**config.mk**
```make
export PLATFORM = sky130hd
export DESIGN_NAME = gpio_bank_ctrl
export DESIGN_NICKNAME = d
export VERILOG_FILES = /design/src/rtl/gpio_pkg.sv /design/src/rtl/gpio_sync.sv /design/src/rtl/gpio_bank.sv /design/src/rtl/gpio_bank_ctrl.sv
export SDC_FILE = /design/constraint.sdc
export NUM_CORES = 1
export LEC_CHECK = 0
export CAP_MARGIN = 20
export CORE_ASPECT_RATIO = 1.5
export CORE_MARGIN = 2
export CORE_UTILIZATION = 39
export DETAILED_ROUTE_END_ITERATION = 8
export PLACE_DENSITY_LB_ADDON = 0.12
export SETUP_SLACK_MARGIN = 0.4
export SYNTH_ARGS = -nofsm -noshare
export SYNTH_HDL_FRONTEND = slang
export SYNTH_HIERARCHICAL = 1
export SYNTH_SLANG_ARGS = --single-unit
export TNS_END_PERCENT = 100
```
**constraint.sdc**
```tcl
create_clock -name clk_i -period 2.3 [get_ports clk_i]
set_clock_uncertainty 0.15 [all_clocks]
set_input_delay 0.46 -clock clk_i [delete_from_list [all_inputs] [get_ports clk_i]]
set_output_delay 0.46 -clock clk_i [all_outputs]
set_load 0.05 [all_outputs]
```
**src/rtl/gpio_pkg.sv**
```systemverilog
`timescale 1ns/1ps
package gpio_pkg;
  localparam int KIND_W = 3;

  typedef enum logic [KIND_W-1:0] {
    K_DIR  = 3'd0,
    K_OUT  = 3'd1,
    K_IN   = 3'd2,
    K_INV  = 3'd3,
    K_MSK  = 3'd4,
    K_STS  = 3'd5,
    K_KEEP = 3'd6,
    K_PSEL = 3'd7
  } reg_kind_e;
endpackage

```
**src/rtl/gpio_sync.sv**
```systemverilog
`timescale 1ns/1ps
module gpio_sync #(
  parameter int W      = 16,
  parameter int STAGES = 2
) (
  input  logic         clk_i,
  input  logic         rst_ni,
  input  logic [W-1:0] d_i,
  output logic [W-1:0] q_o
);
  logic [W-1:0] stg_q [STAGES];

  for (genvar s = 0; s < STAGES; s++) begin : g_stage
    always_ff @(posedge clk_i or negedge rst_ni) begin
      if (!rst_ni) stg_q[s] <= '0;
      else if (s == 0) stg_q[s] <= d_i;
      else stg_q[s] <= stg_q[(s == 0) ? 0 : s-1];
    end
  end

  assign q_o = stg_q[STAGES-1];
endmodule

```
**src/rtl/gpio_bank.sv**
```systemverilog
`timescale 1ns/1ps
module gpio_bank
  import gpio_pkg::*;
#(
  parameter int W = 8
) (
  input  logic      clk_i,
  input  logic      rst_ni,
  input  logic      wr_en_i,
  input  logic      rd_in_i,   // input register of this bank is being read
  input  reg_kind_e kind_i,
  input  logic [W-1:0] wdata_i,
  input  logic [W-1:0] sync_i,
  output logic [W-1:0] rdata_o,
  output logic [W-1:0] oe_o,
  output logic [W-1:0] out_o,
  output logic         hold_o,
  output logic [W-1:0] pull_en_o,
  output logic [W-1:0] pull_up_o,
  output logic [W-1:0] status_o
);
  logic [W-1:0] dir_q, out_q, inv_q, msk_q, psel_q, ref_q;
  logic [1:0]   keep_q;

  always_ff @(posedge clk_i or negedge rst_ni) begin
    if (!rst_ni) begin
      dir_q  <= '1;
      out_q  <= '0;
      inv_q  <= '0;
      msk_q  <= '1;
      psel_q <= '1;
      keep_q <= '0;
      ref_q  <= '0;
    end else begin
      if (wr_en_i) begin
        unique case (kind_i)
          K_DIR:   dir_q  <= wdata_i;
          K_OUT:   out_q  <= wdata_i;
          K_INV:   inv_q  <= wdata_i;
          K_MSK:   msk_q  <= wdata_i;
          K_KEEP:  keep_q <= wdata_i[1:0];
          K_PSEL:  psel_q <= wdata_i;
          default: ;  // input and status are read-only
        endcase
      end
      if (rd_in_i) ref_q <= sync_i;
    end
  end

  assign status_o  = dir_q & ~msk_q & (sync_i ^ ref_q);
  assign oe_o      = ~dir_q;
  assign out_o     = out_q & ~dir_q;
  assign hold_o    = keep_q[0];
  assign pull_en_o = {W{keep_q[1] & ~keep_q[0]}};
  assign pull_up_o = psel_q;

  always_comb begin
    rdata_o = '0;
    unique case (kind_i)
      K_DIR:  rdata_o = dir_q;
      K_OUT:  rdata_o = out_q;
      K_IN:   rdata_o = sync_i ^ inv_q;
      K_INV:  rdata_o = inv_q;
      K_MSK:  rdata_o = msk_q;
      K_STS:  rdata_o = status_o;
      K_KEEP: rdata_o[1:0] = keep_q;
      K_PSEL: rdata_o = psel_q;
      default: rdata_o = '0;
    endcase
  end

  a_r1_dir_write: assert property (@(posedge clk_i) disable iff (!rst_ni)
    (wr_en_i && kind_i == K_DIR) |=> (oe_o == ~$past(wdata_i)));

  a_r3_out_write: assert property (@(posedge clk_i) disable iff (!rst_ni)
    (wr_en_i && kind_i == K_OUT) |=> ((out_o & oe_o) == ($past(wdata_i) & oe_o)));

  a_r8_keep_overrides_pull: assert property (@(posedge clk_i) disable iff (!rst_ni)
    (wr_en_i && kind_i == K_KEEP && wdata_i[0]) |=> (hold_o && pull_en_o == '0));

  a_r5_status_needs_cause: assert property (@(posedge clk_i) disable iff (!rst_ni)
    ((status_o & ~$past(status_o)) != '0) |-> ((sync_i != $past(sync_i)) || $past(wr_en_i)));

  a_r6_read_clears: assert property (@(posedge clk_i) disable iff (!rst_ni)
    rd_in_i |=> ((status_o & ~(sync_i ^ $past(sync_i))) == '0));
endmodule

```
**src/rtl/gpio_bank_ctrl.sv**
```systemverilog
`timescale 1ns/1ps
module gpio_bank_ctrl
  import gpio_pkg::*;
#(
  parameter int BANK_W      = 8,
  parameter int NUM_BANKS   = 2,   // must be a power of two, at least 2
  parameter int SYNC_STAGES = 2,
  localparam int PIN_W      = BANK_W * NUM_BANKS,
  localparam int SEL_W      = $clog2(NUM_BANKS),
  localparam int IDX_W      = KIND_W + SEL_W
) (
  input  logic              clk_i,
  input  logic              rst_ni,
  input  logic              reg_we_i,
  input  logic              reg_re_i,
  input  logic [IDX_W-1:0]  reg_idx_i,
  input  logic [BANK_W-1:0] reg_wdata_i,
  output logic [BANK_W-1:0] reg_rdata_o,
  input  logic [PIN_W-1:0]  pin_i,
  output logic [PIN_W-1:0]  pin_oe_o,
  output logic [PIN_W-1:0]  pin_out_o,
  output logic [NUM_BANKS-1:0] hold_en_o,
  output logic [PIN_W-1:0]  pull_en_o,
  output logic [PIN_W-1:0]  pull_up_o,
  output logic              irq_no
);
  logic [PIN_W-1:0]  pin_sync, status_all;
  logic [SEL_W-1:0]  bank_sel;
  reg_kind_e         kind;
  logic [BANK_W-1:0] bank_rdata [NUM_BANKS];

  assign bank_sel = reg_idx_i[SEL_W-1:0];
  assign kind     = reg_kind_e'(reg_idx_i[IDX_W-1:SEL_W]);

  gpio_sync #(.W(PIN_W), .STAGES(SYNC_STAGES)) u_sync (
    .clk_i (clk_i),
    .rst_ni(rst_ni),
    .d_i   (pin_i),
    .q_o   (pin_sync)
  );

  for (genvar b = 0; b < NUM_BANKS; b++) begin : g_bank
    logic hit;
    assign hit = (bank_sel == SEL_W'(b));

    gpio_bank #(.W(BANK_W)) u_bank (
      .clk_i    (clk_i),
      .rst_ni   (rst_ni),
      .wr_en_i  (reg_we_i & hit),
      .rd_in_i  (reg_re_i & hit & (kind == K_IN)),
      .kind_i   (kind),
      .wdata_i  (reg_wdata_i),
      .sync_i   (pin_sync[b*BANK_W +: BANK_W]),
      .rdata_o  (bank_rdata[b]),
      .oe_o     (pin_oe_o[b*BANK_W +: BANK_W]),
      .out_o    (pin_out_o[b*BANK_W +: BANK_W]),
      .hold_o   (hold_en_o[b]),
      .pull_en_o(pull_en_o[b*BANK_W +: BANK_W]),
      .pull_up_o(pull_up_o[b*BANK_W +: BANK_W]),
      .status_o (status_all[b*BANK_W +: BANK_W])
    );
  end

  assign reg_rdata_o = bank_rdata[bank_sel];
  assign irq_no      = ~(|status_all);

  // interrupt may only fall after a pin or register change
  a_r9_irq_fall_cause: assert property (@(posedge clk_i) disable iff (!rst_ni)
    $fell(irq_no) |-> ((pin_sync != $past(pin_sync)) || $past(reg_we_i)));
endmodule

```
==> results.md, run 1 <==
- Status: finished with violations
- Failing checks: negative setup slack
- FP Rows: 58
- Register area share after synthesis: 50.1%
- VDD IR max: 0.000521 V
- Clk root buf: clkbuf_16
- CP required: 1690 ps
- Synth top area share: 31.3%
- CTS H-Tree Depth: 4
- Leading cell types in the layout, fill and taps excluded: dfrtp_1, buf_4, mux2_1
- Die X-Extent: 111 um
- Wirelength per Cell: 19.2 um
- Dpl hpwl: 12700 um
- Buf+Inv Stages, Crit Path: 2
- Die height: 165 um
- Worst hold path type: reg -> reg
- Avg Cell Area, Syn: 11.7 um^2
- Max-cap violations: 0
- Startpoint types: flip-flop
- DRC viols: 0
- Num Clock Sinks: 132
- Slowest CP cell: dfstp_2
- Highest clock rate: 379 MHz
- Critical path, cell by cell: clkinvlp_4, nor3_2, o2bb2ai_1, o22a_1, mux2_4, buf_8
- Worst EP arrival: 2030 ps
- PnR worst setup slack: -335 ps
- FF-to-FF Start: g_bank[1].u_bank/dir_q[0]$_DFFE_PN1P_
- Flops & latches, synth: 132
- Power Dens Cells: 1040 nW/um^2
- Worst-path clk slew: 60 ps
- Minimum clock period after layout: 2640 ps
- Starting Density: 39.9%
- Synth Warn #: 6
- Via density: 5.15
- Final count of hold timing violations: 0
- TritonCTS clock tree: built
- Vias in the first global route: 5100
- Core ar.: 16800 um^2
- CTS Buf Count: 17
- Post-synth top flop: dfrtp_1
- Syn Inst Count: 573
- Largest net degree at the start of global routing: 45
- DRT iter0 DRCs: 141
- # IOs: 107
- Lkg Pwr: 4.06 nW
- Worst setup path startpoint: g_bank[0].u_bank/dir_q[1]$_DFFE_PN1P_
- Crit. End Element: output port
- CP Class: reg -> out
- Max-slew violation count: 0
- Cell area after synthesis: 6710 um^2
- Port bufs: 106
- Setup violations, final: 9
- Critical Path Max Stage Delay: 560 ps
- Antenna violations before repair: 0
- Unrepaired setup endpoints after global routing: true
- Final WL: 17700 um
- DRT Pass-1 Iters: 4
- Total grt overflow: 0
- Final instance area: 9530 um^2
- Period utilisation layout: 115%
- Clk_lat worst skew: 430 ps
- Synth-to-layout area growth: 41.9%
- Worst Max-Slew Pin Slew: 526 ps
- Total Routing Usage GR: 20.0%
- Pre-CTS WS: -456 ps
- Final antenna-violating net count: 0
- Max-Slew Margin vs Limit: 64.9%
- Layout cells sized above 1: 47.7%
- ANT cells: 0
- Area after DPL: 8160 um^2
- Nets@finish: 732
- Family with the most delay on the worst path: flip-flops
- CTS Buffer Depth: 2
- Synth area leaders: dfrtp_1, dfstp_2, mux2_1, buf_4, mux2_2
- Pwr Total: 0.00989 W
- Routed via count: 4752
- Commonest non-fill, non-tap cell in the layout: dfrtp_1
- GPL Wtd Cong: 0.896
- First-pass GRT wire length: 28100 um
- Ys async rst share: 100%
- Synth area leader: dfrtp_1
- Synth Net Count: 605
- Die area: 18300 um^2
- Worst-path maximum fanout: 3
- Number of synthesized flops with an enable pin: 0
- Netlist cell types: 48
- HP Start: u_sync/stg_q[23]$_DFF_PN0_
-- timing repair --
action | CTS | global route
setup endpoints to repair | 52 | 46
endpoints found under the hold margin | 16 | 0
gates resized for setup | 180 | 72
hold buffers | 1 | 0
pin swaps | 10 | 8
setup buffers | 10 | 4
-- flip-flops by register name, indices dropped and copies added (netlist names) --
name / count
g_bank.u_bank/msk_q: 16
g_bank.u_bank/ref_q: 16
u_sync/q_o: 16
g_bank.u_bank/keep_q: 4
g_bank.u_bank/out_q: 16
u_sync/stg_q: 16
g_bank.u_bank/inv_q: 16
g_bank.u_bank/dir_q: 16
g_bank.u_bank/pull_up_o: 16
-- kinds of logic after synthesis --
family,Yosys count,share of synthesized area (%)
multiplexers,106,18.0
flip-flops,132,50.1
buffers and inverters,89,7.51
XOR/XNOR,24,3.13
AO/OA/AOI/OAI,86,8.87
AND/OR/NAND/NOR,136,12.4
-- worst reg2reg max path, cell delays in order (launching register included) --
cell        delay, ps
dfstp_2           580
clkinvlp_4        160
o21ai_0           230
-- synth_stat cells, types with 8 or more instances --
| cell type | count |
|---|---|
| nor2b_1 | 30 |
| mux2_1 | 70 |
| buf_2 | 16 |
| nand3_1 | 12 |
| dfrtp_1 | 84 |
| o21ai_0 | 26 |
| a32oi_1 | 10 |
| and2_1 | 10 |
| inv_1 | 30 |
| nand2_1 | 20 |
| o21ai_1 | 14 |
| nor3_1 | 22 |
| mux2_2 | 24 |
| xnor2_1 | 22 |
| dfstp_2 | 48 |
| buf_4 | 38 |
| nor2_1 | 8 |
-- metal layers --
layer  vias up  GRT usage (%)  part of all wire (%)
met4         0           8.92                   3.0
met2       108           34.0                    51
li1       2263              -                     -
met5         -              0                     0
met3        31           3.27                   3.0
met1      2350           25.4                    43
-- final timing paths --
| check | to | cells past startpoint | slack [ps] |
|---|---|---|---|
| worst max-delay path | reg_rdata_o[1] | 6 | -340 |
| worst min-delay path | u_sync/q_o[7]$_DFF_PN0_ | 0 | 200 |
| worst max register to register | g_bank[1].u_bank/dir_q[0]$_DFFE_PN1P_ | 2 | 1090 |
| worst min register to register | u_sync/q_o[7]$_DFF_PN0_ | 0 | 200 |
| max in group asynchronous | g_bank[0].u_bank/msk_q[5]$_DFFE_PN1P_ | 3 | 1020 |
| min in group asynchronous | u_sync/stg_q[29]$_DFF_PN0_ | 2 | 330 |
-- metrics by stage --
stage | setup TNS [ps] | util, % | cells | hold slack [ps]
final | -2660 | 56.6 | 923 | 197
after global routing | -3290 | 56.6 | 923 | 202
after CTS | -2840 | 54.6 | 919 | 198
after detailed placement | -4950 | 48.5 | 876 | 185
after global placement | -4400 | 48.5 | 876 | 185
after floorplan | 0 | - | 573 | 14.4
-- power breakdown --
part / switching (W) / total (W) / internal, W
Sequential: 0.000438 / 0.00336 / 0.00292
Combinational: 0.00204 / 0.00362 / 0.00159
Clock: 0.00103 / 0.00290 / 0.00188
Total: 0.00350 / 0.00989 / 0.00638
-- area by class of cell --
class                           instances  area, um^2
Inverter                               30         158
Clock inverter                         11         175
Fill cell                            1430        7310
Multi-Input combinational cell        352        3230
Sequential cell                       132        3380
Tap cell                              210         263
Clock buffer                           21         460
Timing Repair Buffer                  167        1860
(Power assumes the default switching activity.)
==> inputs of run 2 (changes only) <==
--- a/config.mk
+++ b/config.mk
@@ -10,6 +10,7 @@
 export CORE_MARGIN = 2
 export CORE_UTILIZATION = 39
 export DETAILED_ROUTE_END_ITERATION = 8
+export GPL_TIMING_DRIVEN = 1
 export PLACE_DENSITY_LB_ADDON = 0.12
 export SETUP_SLACK_MARGIN = 0.4
 export SYNTH_ARGS = -nofsm -noshare
==> results of run 2 <==
No change in the layout: final DEF, timing and power equal those of run 1.
